$ cat config.mk
export PLATFORM = sky130hd
export DESIGN_NAME = tmr_fe_top
export DESIGN_NICKNAME = d
export VERILOG_FILES = /design/src/rtl/tmr_fe_pkg.sv /design/src/rtl/tmr_fe_decode.sv /design/src/rtl/tmr_fe_ctl_regs.sv /design/src/rtl/tmr_fe_rsp.sv /design/src/rtl/tmr_fe_top.sv
export SDC_FILE = /design/constraint.sdc
export NUM_CORES = 1
export LEC_CHECK = 0
export BUFFER_PORTS_ARGS = -buffer_cell sky130_fd_sc_hd__buf_2
export CORE_AREA = 2 2 88 90
export DETAILED_ROUTE_END_ITERATION = 7
export DIE_AREA = 0 0 90 92
export HOLD_SLACK_MARGIN = 0.03
export MAX_ROUTING_LAYER = met4
export PLACE_DENSITY = 0.79
export SYNTH_ARGS = -nofsm -noshare
export SYNTH_HDL_FRONTEND = slang
export SYNTH_SLANG_ARGS = --single-unit
export TNS_END_PERCENT = 5
$ cat constraint.sdc
create_clock -name clk -period 3.2 [get_ports clk]
set_input_delay 0.48 -clock clk [delete_from_list [all_inputs] [get_ports clk]]
set_output_delay 0.48 -clock clk [all_outputs]
set_load 0.01 [all_outputs]
$ cat src/rtl/tmr_fe_pkg.sv
package tmr_fe_pkg;

    localparam int unsigned MAX_CH       = 3;
    localparam int unsigned CH_OFF_W     = 4;
    localparam int unsigned PINMODE_OFS  = 32'h00;
    localparam int unsigned RUN_OFS      = 32'h04;
    localparam int unsigned WIN_BASE     = 32'h08;
    localparam int unsigned WIN_STRIDE   = 12;
    localparam int unsigned WIN_SPAN     = 12;
    localparam int unsigned WIN_SPAN_CAP = 16;

    typedef enum logic [1:0] {
        RG_NONE,
        RG_PINMODE,
        RG_RUN,
        RG_CHAN
    } region_e;

    typedef struct packed {
        region_e               region;
        logic [1:0]            chan;
        logic [CH_OFF_W-1:0]   off;
    } dec_t;

    // Map a byte offset onto a target; absent resources decode to RG_NONE.
    function automatic dec_t decode_ofs(input logic [31:0] ofs,
                                        input int unsigned nch,
                                        input bit has_pinmode);
        dec_t d;
        d.region = RG_NONE;
        d.chan   = '0;
        d.off    = '0;
        if (ofs[1:0] == 2'b00) begin
            if (ofs == PINMODE_OFS && has_pinmode) begin
                d.region = RG_PINMODE;
            end else if (ofs == RUN_OFS) begin
                d.region = RG_RUN;
            end else begin
                for (int n = 0; n < MAX_CH; n++) begin
                    int unsigned base;
                    int unsigned span;
                    logic [31:0] rel;
                    base = WIN_BASE + n * WIN_STRIDE;
                    span = (n == MAX_CH - 1) ? WIN_SPAN_CAP : WIN_SPAN;
                    rel  = ofs - base;
                    if (n < nch && ofs >= base && ofs < base + span) begin
                        d.region = RG_CHAN;
                        d.chan   = 2'(n);
                        d.off    = rel[CH_OFF_W-1:0];
                    end
                end
            end
        end
        return d;
    endfunction

endpackage

$ cat src/rtl/tmr_fe_decode.sv
module tmr_fe_decode
    import tmr_fe_pkg::*;
#(
    parameter int ADDR_W      = 8,
    parameter int NCH         = 3,
    parameter int HAS_PINMODE = 1
) (
    input  logic [ADDR_W-1:0] addr,
    input  logic              write,
    input  logic              run_b2,
    output dec_t              dec,
    output logic              bad
);
    always_comb begin
        dec = decode_ofs(32'(addr), NCH, HAS_PINMODE != 0);
        bad = (dec.region == RG_NONE);
        if (write && dec.region == RG_RUN && NCH < MAX_CH && run_b2)
            bad = 1'b1;
    end
endmodule

$ cat src/rtl/tmr_fe_ctl_regs.sv
module tmr_fe_ctl_regs #(
    parameter int NCH = 3
) (
    input  logic           clk,
    input  logic           rst,
    input  logic           run_we,
    input  logic           pin_we,
    input  logic [NCH-1:0] wbits,
    output logic [NCH-1:0] run,
    output logic           pin
);
    always_ff @(posedge clk) begin
        if (rst) begin
            run <= '0;
            pin <= 1'b0;
        end else begin
            if (run_we) run <= wbits;
            if (pin_we) pin <= wbits[0];
        end
    end
endmodule

$ cat src/rtl/tmr_fe_rsp.sv
module tmr_fe_rsp #(
    parameter int DATA_W = 32
) (
    input  logic              clk,
    input  logic              rst,
    input  logic              acc_valid,
    input  logic              acc_write,
    input  logic              bad,
    input  logic [DATA_W-1:0] rd,
    output logic              rsp_valid,
    output logic              rsp_err,
    output logic [DATA_W-1:0] rsp_rdata
);
    always_ff @(posedge clk) begin
        if (rst) begin
            rsp_valid <= 1'b0;
            rsp_err   <= 1'b0;
            rsp_rdata <= '0;
        end else begin
            rsp_valid <= acc_valid;
            rsp_err   <= acc_valid && bad;
            rsp_rdata <= (acc_valid && !bad && !acc_write) ? rd : '0;
        end
    end
endmodule

$ cat src/rtl/tmr_fe_top.sv
module tmr_fe_top
    import tmr_fe_pkg::*;
#(
    parameter int ADDR_W      = 8,
    parameter int DATA_W      = 32,
    parameter int HAS_THIRD   = 1,
    parameter int HAS_PINMODE = 1,
    parameter int EXT_CLK     = 1,
    localparam int NCH        = (HAS_THIRD != 0) ? 3 : 2
) (
    input  logic                  clk,
    input  logic                  rst,
    input  logic                  acc_valid,
    input  logic                  acc_write,
    input  logic [ADDR_W-1:0]     acc_addr,
    input  logic [DATA_W-1:0]     acc_wdata,
    output logic                  rsp_valid,
    output logic                  rsp_err,
    output logic [DATA_W-1:0]     rsp_rdata,
    output logic [NCH-1:0]        ch_sel,
    output logic                  ch_write,
    output logic [CH_OFF_W-1:0]   ch_off,
    output logic [DATA_W-1:0]     ch_wdata,
    input  logic [NCH*DATA_W-1:0] ch_rdata,
    output logic [NCH-1:0]        ch_run,
    output logic [NCH-1:0]        ch_cap_en,
    output logic [NCH-1:0]        ch_extclk,
    input  logic [NCH-1:0]        ch_irq,
    output logic [NCH-1:0]        irq_vec,
    output logic                  tclk_drive
);
    dec_t              dec;
    logic              bad;
    logic              ok;
    logic [DATA_W-1:0] rd;

    tmr_fe_decode #(.ADDR_W(ADDR_W), .NCH(NCH), .HAS_PINMODE(HAS_PINMODE)) u_dec (
        .addr   (acc_addr),
        .write  (acc_write),
        .run_b2 (acc_wdata[2]),
        .dec    (dec),
        .bad    (bad)
    );

    assign ok = acc_valid && !bad;

    tmr_fe_ctl_regs #(.NCH(NCH)) u_regs (
        .clk    (clk),
        .rst    (rst),
        .run_we (ok && acc_write && dec.region == RG_RUN),
        .pin_we (ok && acc_write && dec.region == RG_PINMODE),
        .wbits  (acc_wdata[NCH-1:0]),
        .run    (ch_run),
        .pin    (tclk_drive)
    );

    // Per-channel select and fixed feature flags.
    for (genvar n = 0; n < NCH; n++) begin : g_ch
        assign ch_sel[n]    = ok && dec.region == RG_CHAN && dec.chan == 2'(n);
        assign ch_cap_en[n] = (n == MAX_CH - 1);
        assign ch_extclk[n] = (EXT_CLK != 0);
    end

    assign ch_write = acc_write;
    assign ch_off   = dec.off;
    assign ch_wdata = acc_wdata;
    assign irq_vec  = ch_irq;

    always_comb begin
        rd = '0;
        unique case (dec.region)
            RG_PINMODE: rd[0] = tclk_drive;
            RG_RUN:     rd[NCH-1:0] = ch_run;
            RG_CHAN: begin
                for (int n = 0; n < NCH; n++)
                    if (dec.chan == 2'(n)) rd = ch_rdata[n*DATA_W +: DATA_W];
            end
            default:    rd = '0;
        endcase
    end

    tmr_fe_rsp #(.DATA_W(DATA_W)) u_rsp (
        .clk       (clk),
        .rst       (rst),
        .acc_valid (acc_valid),
        .acc_write (acc_write),
        .bad       (bad),
        .rd        (rd),
        .rsp_valid (rsp_valid),
        .rsp_err   (rsp_err),
        .rsp_rdata (rsp_rdata)
    );
endmodule

# ---- Word level (Yosys, flattened, before mapping)
# Index checks and enable logic that the tools add are counted.
dict set report totals {
  ff_bits 38
  latchBits 0
  mem_bits_rw 0
  rom_bits 0
  inputBits 143
  output_inout_bits 87
  word_cells 57
  n_memories 0
}
dict set report classes {
  add_sub_neg 3
  mul 0
  div_mod_pow 0
  order_cmp 6
  n_eq_ne 6
  n_shift 0
  mux 13
  bitwise 2
  n_reduce_logical 21
}
# op count
set ops {}
lappend ops {{2-to-1 mux 32 bit} 3}
lappend ops {{2-to-1 mux 8 bit} 4}
lappend ops {{less-than comparator 8 x 6 -> 1 bit (second input constant)} 2}
lappend ops {{logical AND 1 bit} 13}
lappend ops {{2-to-1 mux 6 bit} 2}
lappend ops {{== test 8 x 3 -> 1 bit (second input constant)} 1}
lappend ops {{greater-or-equal comparator 8 x 4 -> 1 bit (second input constant)} 1}
lappend ops {{greater-or-equal comparator 8 x 5 -> 1 bit (second input constant)} 1}
lappend ops {{greater-or-equal comparator 8 x 6 -> 1 bit (second input constant)} 1}
lappend ops {{logical NOT 8 bit} 1}
lappend ops {{less-than comparator 8 x 5 -> 1 bit (second input constant)} 1}
lappend ops {{== test 2 bit (second input constant)} 3}
lappend ops {{logical NOT 2 bit} 3}
lappend ops {{== test 2 x 1 -> 1 bit (second input constant)} 2}
lappend ops {{2-to-1 mux 2 bit} 2}
lappend ops {{one-hot mux 2 bit (2 select lines)} 1}
lappend ops {{subtractor 4 x 1 -> 4 bit (second input constant)} 1}
lappend ops {{subtractor 4 x 3 -> 4 bit (second input constant)} 1}
lappend ops {{subtractor 4 bit (second input constant)} 1}
lappend ops {{one-hot mux 1 bit (3 select lines)} 1}
lappend ops {{OR reduction 3 bit} 1}
lappend ops {{logical NOT 1 bit} 2}
lappend ops {{NOT 1 bit} 2}
lappend ops {{OR reduction 2 bit} 1}

# ---- Longest topological paths before layout
# Gate-level depths: netlist of the first run.
dict set report depth {
  ltp_word 14
  mapped_depth 8
}

# ---- Cells and area by module
# From an unflattened synthesis of the first run, not the netlist that was laid out.
dict set report unflattened {
  hier_cells 324
  area_unflattened_um2 2730.1
}
# module instances cells_each area_per_inst_um2 seq_area_each_um2
set by_module_without_submodules {}
lappend by_module_without_submodules {tmr_fe_top 1 199 1347.5 0.0}
lappend by_module_without_submodules {tmr_fe_rsp 1 72 959.7 680.7}
lappend by_module_without_submodules {tmr_fe_decode 1 41 287.8 0.0}
lappend by_module_without_submodules {tmr_fe_ctl_regs 1 12 135.1 80.1}

# ---- Worst setup path before layout of the first run
# Ideal clock, no wire load.
dict set report synth_path {
  path_kind {input -> output}
  start {in acc_addr[2]}
  end {out ch_sel[0]}
  arrival_ns 1.949
  t_required_ns 2.720
  path_slack_ns 0.771
  cell_stages 6
  path_buffers 0
  path_cell_list {inv_1 > ha_1 > or2_2 > a2111oi_2 > nand2_1 > nor3_1}
}
dict set report synth_between {
  elab_chain_len 13
  word_cells_on_any_way 26
  classes_between {order compare (6); eq/ne (2); mux (8); reduce/logical (10)}
}
# item line_no
set synth_rtl {}
lappend synth_rtl {{start: declaration} tmr_fe_top.sv:15} ;# input logic [ADDR_W-1:0] acc_addr,
lappend synth_rtl {{greater-or-equal comparator 8 x 4 -> 1 bit / less-than comparator 8 x 5 -> 1 bit (equally long branches)} tmr_fe_pkg.sv:46} ;# if (n < nch && ofs >= base && ofs < base + span) begin
lappend synth_rtl {{logical AND 1 bit} tmr_fe_pkg.sv:46}
lappend synth_rtl {{2-to-1 mux 8 bit (3 in a row)} tmr_fe_pkg.sv:46}
lappend synth_rtl {{2-to-1 mux 2 bit} tmr_fe_pkg.sv:36} ;# end else if (ofs == RUN_OFS) begin
lappend synth_rtl {{2-to-1 mux 2 bit} tmr_fe_pkg.sv:34} ;# if (ofs == PINMODE_OFS && has_pinmode) begin
lappend synth_rtl {{2-to-1 mux 8 bit (*)} tmr_fe_pkg.sv:33} ;# if (ofs[1:0] == 2'b00) begin
lappend synth_rtl {{logical NOT 2 bit} tmr_fe_decode.sv:16} ;# bad = (dec.region == RG_NONE);
lappend synth_rtl {{logical NOT 1 bit} tmr_fe_top.sv:45} ;# assign ok = acc_valid && !bad;
lappend synth_rtl {{logical AND 1 bit} tmr_fe_top.sv:45}
lappend synth_rtl {{logical AND 1 bit} tmr_fe_top.sv:59} ;# assign ch_sel[n] = ok && dec.region == RG_CHAN && dec.chan == 2'(n);
lappend synth_rtl {{logical AND 1 bit (*)} tmr_fe_top.sv:59}
lappend synth_rtl {{end: declaration} tmr_fe_top.sv:20} ;# output logic [NCH-1:0] ch_sel,
# Mark *: on every way between the ends. The rest lies on a longest branch, timed or not.

# ---- Final worst setup path of the first run
dict set report layout_path {
  start {in acc_addr[3]}
  end {out ch_sel[0]}
}
# The elaborated chain is that of the path after synthesis.

==> results of run 1 <==
==> per-stage QoR <==
step	util	cell area, um2
floorplan	-	2370
global placement	0.388	2890
detailed placement	0.388	2890
CTS	0.402	3000
global route	0.402	3000
finish	0.402	3000
==> per-layer routing <==
layer / vias to the layer above / GRT usage / routed length [um]
li1: 1121 / - / -
met1: 1020 / 0.165 / 2550
met2: 140 / 0.296 / 3390
met3: 17 / 0.0435 / 633
met4: 0 / 0.0474 / 85
met5: - / - / 0
==> state kept, by name, indices dropped and copies added (netlist names) <==
signal,count
u_regs.run,3
u_rsp.rsp_rdata,32
u_rsp.rsp_err,1
u_rsp.rsp_valid,1
u_regs.pin,1
==> power breakdown <==
group	internal, uW	switching [uW]	total [uW]
registers	475	0.606	475
clock network	233	162	395
logic	71.5	65.9	137
total	780	228	1010
==> placed cells by master, fill, tap and decap left out, drive strengths merged, types with 2 or more instances in the layout <==
master | synthesis | final
buf | 55 | 161
nor2 | 40 | 40
dfxtp | 38 | 38
mux2i | 27 | 27
a211oi | 23 | 23
nand2 | 21 | 21
conb | 2 | 8
clkbuf | 5 | 7
a311oi | 6 | 6
nand3 | 4 | 4
nand2b | 3 | 3
nor2b | 3 | 3
and2 | 3 | 3
a21oi | 3 | 3
ha | 3 | 3
and3 | 3 | 3
a2111oi | 3 | 3
inv | 2 | 2
a21boi | 2 | 2
nor4 | 2 | 2
or3 | 2 | 2
nor3 | 2 | 2
o221ai | 2 | 2
o41ai | 2 | 2
or4 | 2 | 2
==> path summary, 6_finish.rpt <==
check | to | slack [ns]
setup / recovery | ch_sel[0] | 0.38
hold / removal | u_regs.pin$_SDFFE_PP0P_ | 0.43
setup reg to reg | u_rsp.rsp_rdata[0]$_SDFF_PP0_ | 1.78
hold reg to reg | u_rsp.rsp_rdata[2]$_SDFF_PP0_ | 0.51
==> kinds of logic after synthesis <==
logic type	after synthesis	synth area share
multiplexers	28	0.120
buffers and inverters	62	0.184
AND/OR/NAND/NOR	90	0.177
AO/OA/AOI/OAI	45	0.175
flip-flops	38	0.325
adder cells (fa/ha/maj)	3	0.0160
other	2	0.00320
==> cell usage after synthesis (3+ instances only) <==
master     n  area, um2
a211oi_1  13       97.6
a211oi_2  10        125
a21oi_1    3       15.0
a311oi_1   6       52.6
and2_1     3       18.8
and3_1     3       18.8
buf_2      6       30.0
buf_4     47        353
clkbuf_1   5       18.8
dfxtp_1   38        761
ha_1       3       37.5
mux2i_1   27        270
nand2_1   21       78.8
nand2b_1   3       18.8
nand3_1    4       20.0
nor2_1    40        150
nor2b_1    3       18.8
==> critical path, delay by kind of cell <==
family / cells / cell delay (ns)
AND/OR/NAND/NOR: 3 / 0.74
buffers and inverters: 3 / 0.38
adder cells (fa/ha/maj): 1 / 0.24
AO/OA/AOI/OAI: 1 / 0.50
==> area by class of cell <==
class | instances | area (um2)
Multi-Input combinational cell | 174 | 1180
Inverter | 2 | 7.51
Clock inverter | 1 | 30.0
Timing Repair Buffer | 161 | 816
Sequential cell | 38 | 761
Fill cell | 769 | 4450
Clock buffer | 7 | 76.3
Tap cell | 102 | 128
==> out/qor.csv, run 1 <==
metric;value;unit
endpoint_kind;output port;
cts_setup_buffers;0;
min_period;2.82;ns
min_from;rst;
setup_viol;0;
fp.dieW;90;um
setup_tns;0;ns
grt_start_max_net_pins;59;
critPathLaunchType;primary input;
htreeDepth;2;
post-place-ws;0.378;ns
start_util;0.315;
drt_iter0_drc;51;
path_common_cell;buf_2;
diodes;0;
gp_congestion;0.866;
finalCritPeriodShare;0.883;
vias;2298;
synth_area;2340;um2
post_cts_resized;0;
synth_enable_flop_cells;0;
grt_setup_unrepaired;false;
final-hold-violation-count;0;
layout_setup_ws;0.375;ns
rr_startpoint;u_regs.run[0]$_SDFFE_PP0P_;
hp-class;in -> reg;
fin_nets;528;
post-place-cells;477;
num_io_pins;230;
yosysSeqAreaShare;0.325;
die_h;92;um
synth_ff_type;dfxtp_1;
track_usage;0.159;
clkTransAtPathRegs;0.07;ns
die_area;8280;um2
r2r_cells;4;
antenna_found_initial;0;
crit_slowest_cell;a2111oi_2;
total_power;1010;uW
grt_pass1_wl;10.6;mm
cts_buffer_depth;2;
cp.arrival;2.34;ns
insertion_delay;0.28;ns
fin_skew;0.00138;ns
clock-root-buffer;clkbuf_8;
core;7450;um2
cts_sinks;38;
critPathKind;in -> out;
fp-row-count;32;
max_freq;0.354;GHz
firstDrtPassIters;4;
drive_above_1_share;0.483;
crit_start;acc_addr[3];
routed_wl;6.66;mm
remaining_drc_errors;0;
grt_pass1_vias;2265;
antenna_left;0;
synthCells;268;
holdBufCountCts;0;
holdWs;0.432;ns
async_flop_share;0;
maxCapViolations;0;
crit_required;2.72;ns
cts_tree;yes;
holdPathStages;2;
numPortBuffers;157;
p_leak;0.00146;uW
drv_slew;0;
wire_per_inst;13.7;um
tightestPinTransition;0.664;ns
dp_hpwl;5.32;mm
synth.distinct_cells;41;
grt_overflow_total;0;
syn_area_per_cell;8.74;um2
cts_made_buffers;5;
status;completed;
ys_seq_elements;38;
path_cells;buf_2 -> inv_1 -> ha_1 -> or2_2 -> a2111oi_2 -> nand2_1 -> nor3_1 -> buf_2;
maxSlewHeadroom;0.551;
avgViaCountPerCell;4.74;
syn2layout_area_growth;27.8;%
slowest_delay;0.50;ns
peakVddDrop;0.149;mV
powerDensity;336;nW/um2
crit_fanout;6;
final_cell_count_no_fill;485;
yosys_warnings;0;
Power figures use the tool's default switching activity.
==> run 2: changes to the inputs <==
--- a/config.mk
+++ b/config.mk
@@ -11,7 +11,7 @@
 export DIE_AREA = 0 0 90 92
 export HOLD_SLACK_MARGIN = 0.03
 export MAX_ROUTING_LAYER = met4
-export PLACE_DENSITY = 0.79
+export PLACE_DENSITY = 0.73
 export SYNTH_ARGS = -nofsm -noshare
 export SYNTH_HDL_FRONTEND = slang
 export SYNTH_SLANG_ARGS = --single-unit
==> run 2 against run 1 <==
Against the previous run:
- critical path depth did not move
- utilization barely moved
- combinational power barely moved
- die area did not move
- cell count did not move
- via count rose by 2.1%
- routed wire length rose by 8.2%
- clock skew barely moved
- clock power fell by 13%
- sequential power barely moved
- non-clock buffer count did not move
- critical path type unchanged
- largest cell class unchanged
==> out/qor.csv, run 2 (synthesized netlist as in run 1, its figures left out) <==
metric;value;unit;change
setup_tns;0;ns;unchanged
drt_iter0_drc;58;;was 51
dp_hpwl;5.78;mm;was 5.32 mm
largest_reg_flops;32;;unchanged
htreeDepth;2;;unchanged
fin_nets;528;;unchanged
crit_required;2.72;ns;about the same
layout_setup_ws;0.319;ns;was 0.375 ns
pwr-share-seq;0.496;;was 0.472
cp.arrival;2.40;ns;was 2.34 ns
setup_viol;0;;unchanged
cp.buffers_inverters;3;;unchanged
post-place-cells;477;;unchanged
max_freq;0.347;GHz;was 0.354 GHz
final_area;2990;um2;was 3000 um2
cts_sinks;38;;unchanged
final-hold-violation-count;0;;unchanged
sw_frac_of_total;0.248;;was 0.226
grt_pass1_vias;2302;;was 2265
antenna_found_initial;0;;unchanged
p_switching;238;uW;was 228 uW
holdBufCountCts;0;;unchanged
wl_met3;641;um;was 633 um
critPathKind;in -> out;;unchanged
vias;2346;;was 2298
wl_met2;3.63;mm;was 3.39 mm
finalCritPeriodShare;0.900;;was 0.883
num_io_pins;230;;unchanged
critPathLaunchType;primary input;;unchanged
crit_fanout;6;;unchanged
maxCapViolations;0;;unchanged
cts_setup_buffers;0;;unchanged
final_cell_count_no_fill;485;;unchanged
final_common_cell;buf_2;;unchanged
maxSlewHeadroom;0.503;;was 0.551
crit_slowest_cell;a2111oi_2;;unchanged
drive_above_1_share;0.486;;was 0.483
clock-root-buffer;clkbuf_8;;unchanged
track_usage;0.173;;was 0.159
p_comb_frac;0.145;;was 0.136
die_h;92;um;unchanged
path_cells;buf_2 -> inv_1 -> ha_1 -> or2_2 -> a2111oi_2 -> nand2_1 -> nor3_1 -> buf_2;;unchanged
intPower;721;uW;was 780 uW
powerDensity;320;nW/um2;was 336 nW/um2
syn2layout_area_growth;27.7;%;was 27.8%
drv_slew;0;;unchanged
endpoint_kind;output port;;unchanged
p_leak;0.00146;uW;about the same
grt_pass1_wl;11.2;mm;was 10.6 mm
grt_setup_unrepaired;false;;unchanged
post-place-ws;0.355;ns;was 0.378 ns
largest_registers;u_rsp.rsp_rdata (32), u_regs.run (3);;unchanged
cts_made_buffers;5;;unchanged
slowest_delay;0.48;ns;was 0.50 ns
final_util;0.402;;about the same
grt_overflow_total;0;;unchanged
crit_family;simple AND/OR/NAND/NOR gates;;unchanged
path_common_cell;buf_2;;unchanged
layout_common_cells;buf_2 (157), nor2_1 (40), dfxtp_1 (38), mux2i_1 (27), nand2_1 (20);;unchanged
core;7450;um2;unchanged
status;completed;;unchanged
gp_congestion;0.895;;was 0.866
firstDrtPassIters;4;;unchanged
peakVddDrop;0.181;mV;was 0.149 mV
wire_per_inst;14.9;um;was 13.7 um
numPortBuffers;157;;unchanged
grt_start_max_net_pins;59;;unchanged
placedInstanceArea;2900;um2;was 2890 um2
cts_buffer_depth;2;;unchanged
min_period;2.88;ns;was 2.82 ns
avgViaCountPerCell;4.84;;was 4.74
start_util;0.315;;unchanged
insertion_delay;0.28;ns;about the same
regMostFlops;u_rsp.rsp_rdata;;unchanged
die_area;8280;um2;unchanged
remaining_drc_errors;0;;unchanged
fin_skew;0.00138;ns;about the same
fp.dieW;90;um;unchanged
hp-class;in -> reg;;unchanged
routed_wl;7.20;mm;was 6.66 mm
highest_layer;met4;;unchanged
post_cts_resized;0;;unchanged
antenna_left;0;;unchanged
clkTransAtPathRegs;0.08;ns;was 0.07 ns
wl_met1;2.77;mm;was 2.55 mm
cts_tree;yes;;unchanged
fp-row-count;32;;unchanged
tightestPinTransition;0.735;ns;was 0.664 ns
diodes;0;;unchanged
p_clk_frac;0.359;;was 0.392
[run 2: layer usage]
metal | global-route usage | vias up
met3 | 0.0394 | 24
met2 | 0.313 | 150
li1 | - | 1121
met5 | - | -
met4 | 0.0667 | 0
met1 | 0.184 | 1051
[run 2: stage by stage]
stage          total power [uW]  hold WS [ns]
2_1_floorplan               592         0.492
3_3_place_gp                621         0.481
3_5_place_dp                625         0.487
4_1_cts                     974         0.421
5_1_grt                    1010         0.425
6_report                    958         0.428
[run 2: final timing paths]
check                                        to  slack, ns                  startpoint  cells after the start
setup / recovery                      ch_sel[0]       0.32                 acc_addr[3]                      8
hold / removal          u_regs.pin$_SDFFE_PP0P_       0.43                         rst                      2
setup reg to reg  u_rsp.rsp_rdata[0]$_SDFF_PP0_       1.75  u_regs.run[0]$_SDFFE_PP0P_                      4
hold reg to reg   u_rsp.rsp_rdata[1]$_SDFF_PP0_       0.50  u_regs.run[1]$_SDFFE_PP0P_                      2
[run 2: worst reg2reg max path, stage by stage (launching register included)]
cell and delay (ns):
dfxtp_1 0.38, nand3b_1 0.09, a2111oi_0 0.59, or4_1 0.19, o211a_1 0.15
[run 2: cell type report]
cell class	instances	area [um2]
Clock buffer	7	86.3
Clock inverter	1	5.00
Fill cell	787	4450
Inverter	2	7.51
Multi-Input combinational cell	174	1180
Sequential cell	38	761
Tap cell	102	128
Timing Repair Buffer	161	828
[run 2: power groups by stage]
stage                     combinational [uW]  clock [uW]  sequential, uW
after CTS                                139         359             475
after global routing                     153         379             475
after global placement                   135           0             486
after detailed placement                 138           0             486
final                                    139         344             475
after floorplan                          104           0             488
